[config.mk]
export PLATFORM = sky130hd
export DESIGN_NAME = smm_window_guard
export DESIGN_NICKNAME = d
export VERILOG_FILES = /design/src/rtl/smm_pkg.sv /design/src/rtl/smm_cfg_reg.sv /design/src/rtl/smm_window_match.sv /design/src/rtl/smm_route.sv /design/src/rtl/smm_window_guard.sv
export SDC_FILE = /design/constraint.sdc
export NUM_CORES = 1
export LEC_CHECK = 0
export BUFFER_PORTS_ARGS = -buffer_cell sky130_fd_sc_hd__buf_2
export CAP_MARGIN = 20
export CORE_MARGIN = 1
export CORE_UTILIZATION = 27
export CTS_CLUSTER_DIAMETER = 100
export DETAILED_ROUTE_END_ITERATION = 10
export PLACE_DENSITY = 0.86
export SYNTH_ARGS = -nofsm -noshare
export SYNTH_HDL_FRONTEND = slang
export SYNTH_SLANG_ARGS = --single-unit
export TNS_END_PERCENT = 20
[constraint.sdc]
create_clock -name clk -period 1.6 [get_ports clk]
set_clock_uncertainty 0.05 [all_clocks]
set_input_delay 0.24 -clock clk [delete_from_list [all_inputs] [get_ports clk]]
set_output_delay 0.24 -clock clk [all_outputs]
set_load 0.05 [all_outputs]
[src/rtl/smm_pkg.sv]
package smm_pkg;

  // Field positions in the control byte. Software decodes these, so they are fixed.
  localparam int BIT_OPEN  = 6;
  localparam int BIT_CLOSE = 5;
  localparam int BIT_LOCK  = 4;
  localparam int BIT_EN    = 3;
  localparam int SEG_LSB   = 0;
  localparam int SEG_W     = 3;
  localparam logic [SEG_W-1:0] SEG_CODE = 3'b010;

  typedef struct packed {
    logic open;
    logic close;
    logic lock;
    logic enable;
  } smm_ctl_t;

  typedef enum logic [1:0] {
    ROUTE_NONE = 2'b00,
    ROUTE_DRAM = 2'b01,
    ROUTE_FWD  = 2'b10
  } route_e;

endpackage

[src/rtl/smm_cfg_reg.sv]
module smm_cfg_reg
  import smm_pkg::*;
#(
  parameter int CFG_AW = 8,
  parameter int CFG_DW = 8,
  parameter logic [CFG_AW-1:0] REG_OFFSET = 8'h9D
) (
  input  logic              clk,
  input  logic              rst,
  input  logic              cfg_wr,
  input  logic [CFG_AW-1:0] cfg_addr,
  input  logic [CFG_DW-1:0] cfg_wdata,
  output logic [CFG_DW-1:0] cfg_rdata,
  output smm_ctl_t          ctl
);

  smm_ctl_t ctl_q;
  logic     hit;
  logic     wr_en;
  logic     unused_wbits;

  assign hit          = (cfg_addr == REG_OFFSET);
  assign wr_en        = cfg_wr && hit;
  assign unused_wbits = ^{cfg_wdata[CFG_DW-1:BIT_OPEN+1], cfg_wdata[SEG_LSB+SEG_W-1:SEG_LSB]};

  always_ff @(posedge clk) begin
    if (rst) begin
      ctl_q <= '0;
    end else if (wr_en) begin
      if (!ctl_q.lock) begin
        ctl_q.enable <= cfg_wdata[BIT_EN];
        ctl_q.lock   <= cfg_wdata[BIT_LOCK];
        // A lock in the same write wins over open.
        ctl_q.open   <= cfg_wdata[BIT_LOCK] ? 1'b0 : cfg_wdata[BIT_OPEN];
      end
      ctl_q.close <= cfg_wdata[BIT_CLOSE];
    end
  end

  always_comb begin
    cfg_rdata = '0;
    if (hit) begin
      cfg_rdata[BIT_OPEN]                     = ctl_q.open;
      cfg_rdata[BIT_CLOSE]                    = ctl_q.close;
      cfg_rdata[BIT_LOCK]                     = ctl_q.lock;
      cfg_rdata[BIT_EN]                       = ctl_q.enable;
      cfg_rdata[SEG_LSB+SEG_W-1:SEG_LSB]      = SEG_CODE;
    end
  end

  assign ctl = ctl_q;

endmodule

[src/rtl/smm_window_match.sv]
module smm_window_match #(
  parameter int ADDR_W   = 32,
  parameter int WIN_LOG2 = 17,
  parameter logic [ADDR_W-1:0] WIN_BASE = 32'h000A_0000
) (
  input  logic [ADDR_W-1:0] addr,
  output logic              hit
);

  localparam int TAG_W = ADDR_W - WIN_LOG2;
  localparam logic [TAG_W-1:0] BASE_TAG = WIN_BASE[ADDR_W-1:WIN_LOG2];

  logic unused_low;

  assign unused_low = ^addr[WIN_LOG2-1:0];
  assign hit        = (addr[ADDR_W-1:WIN_LOG2] == BASE_TAG);

endmodule

[src/rtl/smm_route.sv]
module smm_route
  import smm_pkg::*;
(
  input  logic     valid,
  input  logic     in_window,
  input  logic     smm,
  input  logic     code,
  input  smm_ctl_t ctl,
  output route_e   route
);

  logic smm_claim;
  logic open_claim;

  assign smm_claim  = !ctl.close || code;
  assign open_claim = ctl.open && !ctl.lock;

  always_comb begin
    route = ROUTE_NONE;
    if (valid && in_window) begin
      if (!ctl.enable)
        route = ROUTE_FWD;
      else if (smm)
        route = smm_claim ? ROUTE_DRAM : ROUTE_FWD;
      else
        route = open_claim ? ROUTE_DRAM : ROUTE_FWD;
    end
  end

endmodule

[src/rtl/smm_window_guard.sv]
module smm_window_guard
  import smm_pkg::*;
#(
  parameter int ADDR_W   = 32,
  parameter int CFG_AW   = 8,
  parameter int CFG_DW   = 8,
  parameter int WIN_LOG2 = 17,
  parameter logic [ADDR_W-1:0] WIN_BASE   = 32'h000A_0000,
  parameter logic [CFG_AW-1:0] REG_OFFSET = 8'h9D
) (
  input  logic              clk,
  input  logic              rst,
  input  logic              cfg_wr,
  input  logic [CFG_AW-1:0] cfg_addr,
  input  logic [CFG_DW-1:0] cfg_wdata,
  output logic [CFG_DW-1:0] cfg_rdata,
  input  logic              req_valid,
  input  logic [ADDR_W-1:0] req_addr,
  input  logic              req_smm,
  input  logic              req_code,
  output logic              route_dram,
  output logic              route_fwd
);

  smm_ctl_t ctl;
  logic     in_window;
  route_e   route;

  smm_cfg_reg #(
    .CFG_AW    (CFG_AW),
    .CFG_DW    (CFG_DW),
    .REG_OFFSET(REG_OFFSET)
  ) u_reg (
    .clk      (clk),
    .rst      (rst),
    .cfg_wr   (cfg_wr),
    .cfg_addr (cfg_addr),
    .cfg_wdata(cfg_wdata),
    .cfg_rdata(cfg_rdata),
    .ctl      (ctl)
  );

  smm_window_match #(
    .ADDR_W  (ADDR_W),
    .WIN_LOG2(WIN_LOG2),
    .WIN_BASE(WIN_BASE)
  ) u_match (
    .addr(req_addr),
    .hit (in_window)
  );

  smm_route u_route (
    .valid    (req_valid),
    .in_window(in_window),
    .smm      (req_smm),
    .code     (req_code),
    .ctl      (ctl),
    .route    (route)
  );

  assign route_dram = (route == ROUTE_DRAM);
  assign route_fwd  = (route == ROUTE_FWD);

endmodule

# Word level (Yosys, flattened, before mapping)
# Cells that the tools add are included.
[op_classes]
n_mux = 8
bitwise = 1
eq_ne = 4
reduce_logical = 7
[op_table]
columns = ["cell", "n"]
rows = [
  ["$eq 15x3->1 const B", 1],
  ["$mux 2", 6],
  ["$eq 8x8->1 const B", 1],
  ["$mux 7", 1],
  ["$logic_and 1x1->1", 3],
  ["$eq 2x1->1 const B", 1],
  ["$eq 2x2->1 const B", 1],
  ["$logic_not 1->1", 2],
  ["$reduce_and 2->1", 1],
  ["$logic_or 1x1->1", 1],
  ["$mux 1", 1],
  ["$not 1->1", 1],
]
[word_totals]
word_cells = 24
input_bits = 54
regBits = 4
out_inout_bits = 10

# Depth between registers and ports, before layout
# Gate-level depths: netlist of run 1.
[depth]
word_depth = 7
mapped_depth = 3

# By module
# Synthesis of run 1 repeated with hierarchy kept, for this count alone.
[hier_totals]
hier_cells = 48
hier_area_um2 = 429.2
[modules_own_cells]
columns = ["mod", "cells_per_inst", "area_each_um2", "instances", "seq_area_each_um2"]
rows = [
  ["smm_cfg_reg", 32, 306.5, 1, 80.1],
  ["smm_route", 9, 70.1, 1, 0.0],
  ["smm_window_match", 5, 37.5, 1, 0.0],
  ["smm_window_guard", 2, 15.0, 1, 0.0],
]

# Worst setup path after synthesis of run 1
# Ideal clock, no wire load.
[synth_timing]
kind = "input to output"
start = "in req_addr[22]"
end = "out route_fwd"
required_ns = 1.310
path_stages = 3
path_slack_ns = -0.058
path_buffers = 0
arrival_ns = 1.368
cell_sequence = "nor4b_1 -> nand4_1 -> nor2b_1"
[synth_via]
elab_chain_cells = 4
[synth_rtl]
columns = ["item", "line_no", "text"]
rows = [
  ["start: declaration", "smm_window_guard.sv:18", "input logic [ADDR_W-1:0] req_addr,"],
  ["$eq 15x3->1", "smm_window_match.sv:16", "assign hit = (addr[ADDR_W-1:WIN_LOG2] == BASE_TAG);"],
  ["$logic_and 1x1->1", "smm_route.sv:20", "if (valid && in_window) begin"],
  ["$mux 2", "smm_route.sv:20", ""],
  ["$eq 2x2->1", "smm_window_guard.sv:62", "assign route_fwd = (route == ROUTE_FWD);"],
  ["end: declaration", "smm_window_guard.sv:22", "output logic route_fwd"],
]
# No other way between the ends.

# Worst setup path in the final report of run 1
[layout_timing]
start = "in cfg_addr[5]"
end = "out cfg_rdata[5]"
[layout_via]
elab_chain_cells = 2
[layout_rtl]
columns = ["item", "line_no", "text"]
rows = [
  ["start: declaration", "smm_window_guard.sv:14", "input logic [CFG_AW-1:0] cfg_addr,"],
  ["$eq 8x8->1", "smm_cfg_reg.sv:22", "assign hit = (cfg_addr == REG_OFFSET);"],
  ["$mux 7", "smm_cfg_reg.sv:42", "if (hit) begin"],
  ["end: declaration", "smm_window_guard.sv:16", "output logic [CFG_DW-1:0] cfg_rdata,"],
]
# No other way between the ends.

==> impl_metrics.py, run 1 <==
metrics = {
    "run_status": {
        "status": "finished, final reports clean",
    },
    "cts": {
        "cts.sink_count": 4,
        "cts_made_buffers": 3,
        "clock_latency_ps": 230,
        "clock_path_buffers": 2,
        "root_buffer": "clkbuf_4",
        "cts_tree": "done",
        "htreeDepth": 1,
        "postCtsSetupRepairBufs": 0,
        "clkSlewWorstSetupHoldPaths_ps": 40,
    },
    "final_layout": {
        "seqCellArea_um2": 81.3,
        "drive_gt1_frac": 0.578,
        "nFillCells": 116,
        "areaGrowthSynthToFinish_pct": 63.1,
        "largest_reg_flops": 4,
        "multi_input_area_um2": 251,
        "diodes": 0,
        "layout.nets": 139,
        "final_util": 0.500,
    },
    "worst_setup_path": {
        "critical_path.top_delay_family": "simple AND/OR/NAND/NOR gates",
        "path_cells": "buf_2 -> nand4bb_4 -> nor2_1 -> and2_1 -> buf_2",
        "r2r-end": "u_reg.ctl[0]",
        "r2r_cells": 2,
        "crit_start": "cfg_addr[5]",
        "end_kind": "output port",
        "worstPathRequired_ps": 1310,
        "crit_cells": 5,
        "crit_arrival_ps": 1220,
        "rr_startpoint": "u_reg.ctl[1]",
        "startpoint_type": "primary input",
        "crit_buf_inv": 2,
        "cp_max_fo": 5,
        "cpPeakStageDelay_ps": 250,
        "crit_type": "primary input to output port",
        "cp-endpoint": "cfg_rdata[5]",
        "reg2reg_slack_ps": 550,
        "path_common_cell": "buf_2",
        "crit_path_top_delay_cell": "buf_2",
    },
    "timing": {
        "setup_viol": 0,
        "fmax_ghz": 0.660,
        "period_share": 0.946,
        "rsz0062_at_grt": "no",
        "min_period_ps": 1510,
        "hold_ws_ps": 203,
        "final_hold_viol_count": 0,
        "setup_slack_ps": 85.7,
        "slew_violations": 0,
    },
    "route": {
        "drt_drc_violations_left": 0,
        "vias_per_cell": 4.26,
        "vias": 413,
        "wirelength_um": 898,
        "detail-route-antenna-nets": 0,
        "wl_per_cell_um": 9.26,
        "drt_iter0_drc": 5,
        "dr.pass1.iters": 2,
    },
    "synth": {
        "synthTopCellsByCount": "nand2_1, and2_1, buf_4, dfxtp_1",
        "ys_seq_area_frac": 0.223,
        "yosysWarnings": 0,
        "synth.distinct_cells": 19,
        "synth_top_area_frac": 0.223,
        "synth_area_leaders": "dfxtp_1, mux2i_1, buf_4",
        "yosysMostFrequentCell": "nand2_1",
        "synth.largest_area_cell": "dfxtp_1",
        "synth_edf_count": 0,
        "syn_inst": 42,
        "synth_area_per_cell_um2": 8.55,
        "netlist_area_um2": 359,
        "async_flop_share": 0,
        "ys.flop_type": "dfxtp_1",
        "synth_seq_cells": 4,
    },
    "pwr": {
        "p_leak_nw": 0.289,
        "ir_worst_vdd_v": 0.000251,
        "p_per_area_nw_per_um2": 507,
    },
    "die": {
        "io_pins": 64,
        "start_util": 0.307,
        "dieArea_um2": 1480,
        "core_area_um2": 1170,
        "die_height_um": 38.5,
        "fp.dieW_um": 38.5,
        "rows": 12,
    },
    "placement": {
        "gp_congestion": 0.683,
        "io_buffers": 39,
        "place_hpwl_um": 778,
        "dp_slack_ps": 91.4,
    },
    "flow_run": {
        "cap_violations": 0,
    },
    "global_route": {
        "grt_pass1_wl_mm": 1.40,
        "overflow": 0,
        "grt.total_usage": 0.141,
        "grt_pass1_vias": 361,
        "grt_start_max_net_pins": 7,
        "antenna_found_initial": 0,
    },
    "min_path": {
        "holdCritPathClass": "primary input to flop",
        "hold_depth": 3,
    },
}
power by group:
part | leakage (nW) | switching [mW] | internal, mW
clock network | 0.0138 | 0.0400 | 0.0838
logic | 0.243 | 0.0360 | 0.0369
registers | 0.0327 | 0.000112 | 0.100
cells in the final DEF, fill, tap and decap left out:
master / synthesis / layout
and2_1: 4 / 4
mux2i_1: 3 / 3
o211ai_1: 1 / 1
nand3b_1: 1 / 1
nor4b_1: 3 / 3
inv_1: 2 / 2
buf_2: 0 / 38
dfxtp_2: 0 / 1
a22o_1: 1 / 1
nor4_4: 1 / 1
nor2b_2: 0 / 1
nand4b_1: 1 / 1
nor2_1: 3 / 3
conb_1: 1 / 3
nand4bb_4: 1 / 1
buf_4: 4 / 2
nor2b_1: 3 / 2
nor4_1: 1 / 1
nand4_1: 1 / 1
nand2_1: 6 / 6
clkbuf_4: 0 / 3
nor3_2: 1 / 1
dfxtp_1: 4 / 3
what timing repair did:
item	4_1_cts	5_1_grt
gates resized for setup	1	1
cloned	0	0
setup endpoints to repair	1	1
hold buffers	0	0
how the worst min path moves through the flow:
stage	from	endpoint
final	cfg_wdata[5]	u_reg.ctl[2]
after detailed placement	u_reg.ctl[3]	u_reg.ctl[3]
after global placement	u_reg.ctl[3]	u_reg.ctl[3]
after CTS	cfg_wdata[5]	u_reg.ctl[2]
after floorplan	cfg_wdata[6]	u_reg.ctl[3]
after global routing	cfg_wdata[5]	u_reg.ctl[2]
tightest hold or removal path, stage by stage:
cell     delay, ps
buf_2          100
nand2_1         40
mux2i_1         50
cell type report:
cell class / count / share of cell area
well taps: 14 / 0.0299
inverters: 2 / 0.0128
flip-flops and latches: 4 / 0.139
repair buffers: 40 / 0.350
multi-input cells: 34 / 0.429
clock buffers: 3 / 0.0385
cell families (layout without fill, tap and decap cells):
group | count (synthesis) | in the layout | synth area share
compound gates | 2 | 2 | 0.0453
other cells | 1 | 3 | 0.0104
buf+inv | 6 | 45 | 0.105
flops | 4 | 4 | 0.223
mux | 3 | 3 | 0.0836
simple gates | 26 | 26 | 0.533
metal layers:
layer	vias to the layer above	GRT usage	share of wire
li1	227	-	-
met1	165	0.150	0.43
met2	21	0.237	0.48
met3	0	0.0523	0.087
met4	0	0.0776	0
met5	-	0	0
per-stage QoR:
stage	total power, mW	cell area [um^2]	std cells	setup TNS, ps
after CTS	0.306	584	97	0
final	0.297	586	97	0
after floorplan	0.139	369	44	-31.4
after global placement	0.174	559	94	0
after global routing	0.318	586	97	0
after detailed placement	0.175	559	94	0
No activity file was read; power rests on OpenSTA's default activity.
==> run 2, diff against run 1 <==
PLACE_DENSITY = unset   (was 0.86)
PLACE_DENSITY_LB_ADDON = 0.3   (was unset)
TNS_END_PERCENT = 50   (was 20)
==> run 2 against run 1 <==
Die area did not move. Cell count unchanged. Non-clock buffer count stayed put. Global-route usage is 1.2 points lower. Largest cell class unchanged. Clock-buffer cell count did not move. Critical endpoint is now route_fwd. Combinational power up 2%. Power up 0.32%. Fmax rose by 1.0%. Critical path depth down 1.
==> impl_metrics.py, run 2 (synthesis gave the netlist of run 1 again) <==
metrics = {
    "timing": {
        "setup_slack_ps": 101,
        "min_period_ps": 1500,
        "slew_violations": 0,
        "tns_ps": 0,
        "fmax_ghz": 0.667,
        "setup_viol": 0,
        "period_share": 0.937,
        "final_hold_viol_count": 0,
        "rsz0062_at_grt": "no",
    },
    "pwr": {
        "p_switching_mw": 0.0765,
        "p_per_area_nw_per_um2": 499,
        "switching_share": 0.257,
        "p_leak_nw": 0.290,
        "ir_worst_vdd_v": 0.000268,
        "power_frac_clock": 0.414,
        "internal_power_mw": 0.222,
        "p_seq_frac": 0.337,
        "comb_power_share": 0.250,
    },
    "worst_setup_path": {
        "crit_buf_inv": 1,
        "cp_max_fo": 3,
        "crit_type": "flop to output port",
        "crit_path_top_delay_cell": "dfxtp_1",
        "end_kind": "output port",
        "cpPeakStageDelay_ps": 310,
        "startpoint_type": "flop",
        "reg2reg_slack_ps": 610,
        "critical_path.top_delay_family": "flip-flops",
        "crit_arrival_ps": 1210,
        "path_cells": "nor2b_1 -> o211ai_1 -> nor2b_2 -> buf_4",
        "worstPathRequired_ps": 1310,
    },
    "cts": {
        "clock_latency_ps": 230,
        "clock_path_buffers": 2,
        "postCtsSetupRepairBufs": 0,
        "cts_tree": "done",
        "root_buffer": "clkbuf_4",
        "cts_hold_buffers": 0,
        "cts_made_buffers": 3,
        "clkSlewWorstSetupHoldPaths_ps": 40,
        "cts.sink_count": 4,
        "htreeDepth": 1,
    },
    "final_layout": {
        "seqCellArea_um2": 81.3,
        "diodes": 0,
        "areaGrowthSynthToFinish_pct": 66.2,
        "multi_input_area_um2": 260,
        "final_cell_mix": "buf_2, nand2_1, and2_1, clkbuf_4",
        "final_util": 0.510,
        "largest_reg_flops": 4,
        "layout.nets": 139,
        "drive_gt1_frac": 0.602,
        "final_area_um2": 597,
        "nFillCells": 125,
        "layout_commonest_cell": "buf_2",
    },
    "route": {
        "drt_drc_violations_left": 0,
        "wl_per_cell_um": 8.78,
        "wirelength_um": 852,
        "vias_per_cell": 4.26,
        "drt_iter0_drc": 5,
        "vias": 413,
        "highest_layer": "met3",
        "wl_met2_um": 392,
        "wl_met3_um": 92,
        "detail-route-antenna-nets": 0,
        "drt-met1-wl_um": 368,
        "dr.pass1.iters": 2,
    },
    "die": {
        "core_area_um2": 1170,
        "start_util": 0.307,
        "fp.dieW_um": 38.5,
        "io_pins": 64,
        "die_height_um": 38.5,
        "rows": 12,
        "dieArea_um2": 1480,
    },
    "placement": {
        "dp_slack_ps": 79.5,
        "dpl_cell_area_um2": 559,
        "place_hpwl_um": 719,
        "gp_congestion": 0.684,
        "io_buffers": 39,
    },
    "global_route": {
        "antenna_found_initial": 0,
        "grt_pass1_vias": 353,
        "grt_start_max_net_pins": 7,
        "grt.total_usage": 0.129,
        "grt_pass1_wl_mm": 1.28,
        "overflow": 0,
    },
    "flow_run": {
        "cap_violations": 0,
    },
    "min_path": {
        "holdCritPathClass": "primary input to flop",
    },
    "run_status": {
        "status": "finished, final reports clean",
    },
}
[run 2: per-stage QoR]
stage | total power [mW] | hold WS, ps | std cells
CTS | 0.306 | 194 | 97
floorplan | 0.139 | 332 | 44
global placement | 0.173 | 406 | 94
global route | 0.324 | 218 | 97
finish | 0.298 | 204 | 97
detailed placement | 0.175 | 414 | 94
[run 2: repair_timing]
item	in CTS	in global routing
setup endpoints to repair	1	3
endpoints found under the hold margin	0	0
gates resized for setup	1	4
cloned	0	0
[run 2: path summary, 6_finish.rpt]
kind                                     end    startpoint  cells after the start
worst max-delay path               route_fwd  u_reg.ctl[3]                      4
worst min-delay path            u_reg.ctl[2]  cfg_wdata[5]                      3
worst max register to register  u_reg.ctl[3]  u_reg.ctl[1]                      2
worst min register to register  u_reg.ctl[3]  u_reg.ctl[3]                      2
[run 2: layout make-up]
type                    count  area share
multi-input cells          34       0.436
repair buffers             40       0.348
flip-flops and latches      4       0.136
clock buffers               3      0.0377
well taps                  14      0.0294
inverters                   2      0.0126
[run 2: per-layer routing]
| metal | up-vias | GRT usage |
|---|---|---|
| li1 | 223 | - |
| met1 | 168 | 0.150 |
| met2 | 22 | 0.195 |
| met3 | 0 | 0.0349 |
| met4 | 0 | 0.103 |
| met5 | - | 0 |
[run 2: power by group through the flow]
stage                     registers, mW  logic (mW)  clock network, mW
after floorplan                   0.102      0.0372                  0
after global placement            0.102      0.0713                  0
after detailed placement          0.102      0.0729                  0
after CTS                         0.100      0.0733              0.132
after global routing              0.100      0.0817              0.142
final                             0.100      0.0744              0.123
[run 2: worst register-to-register path, stage by stage (launching register included)]
cell and delay, ps:
dfxtp_2 340, nor4_4 330, mux2i_1 210
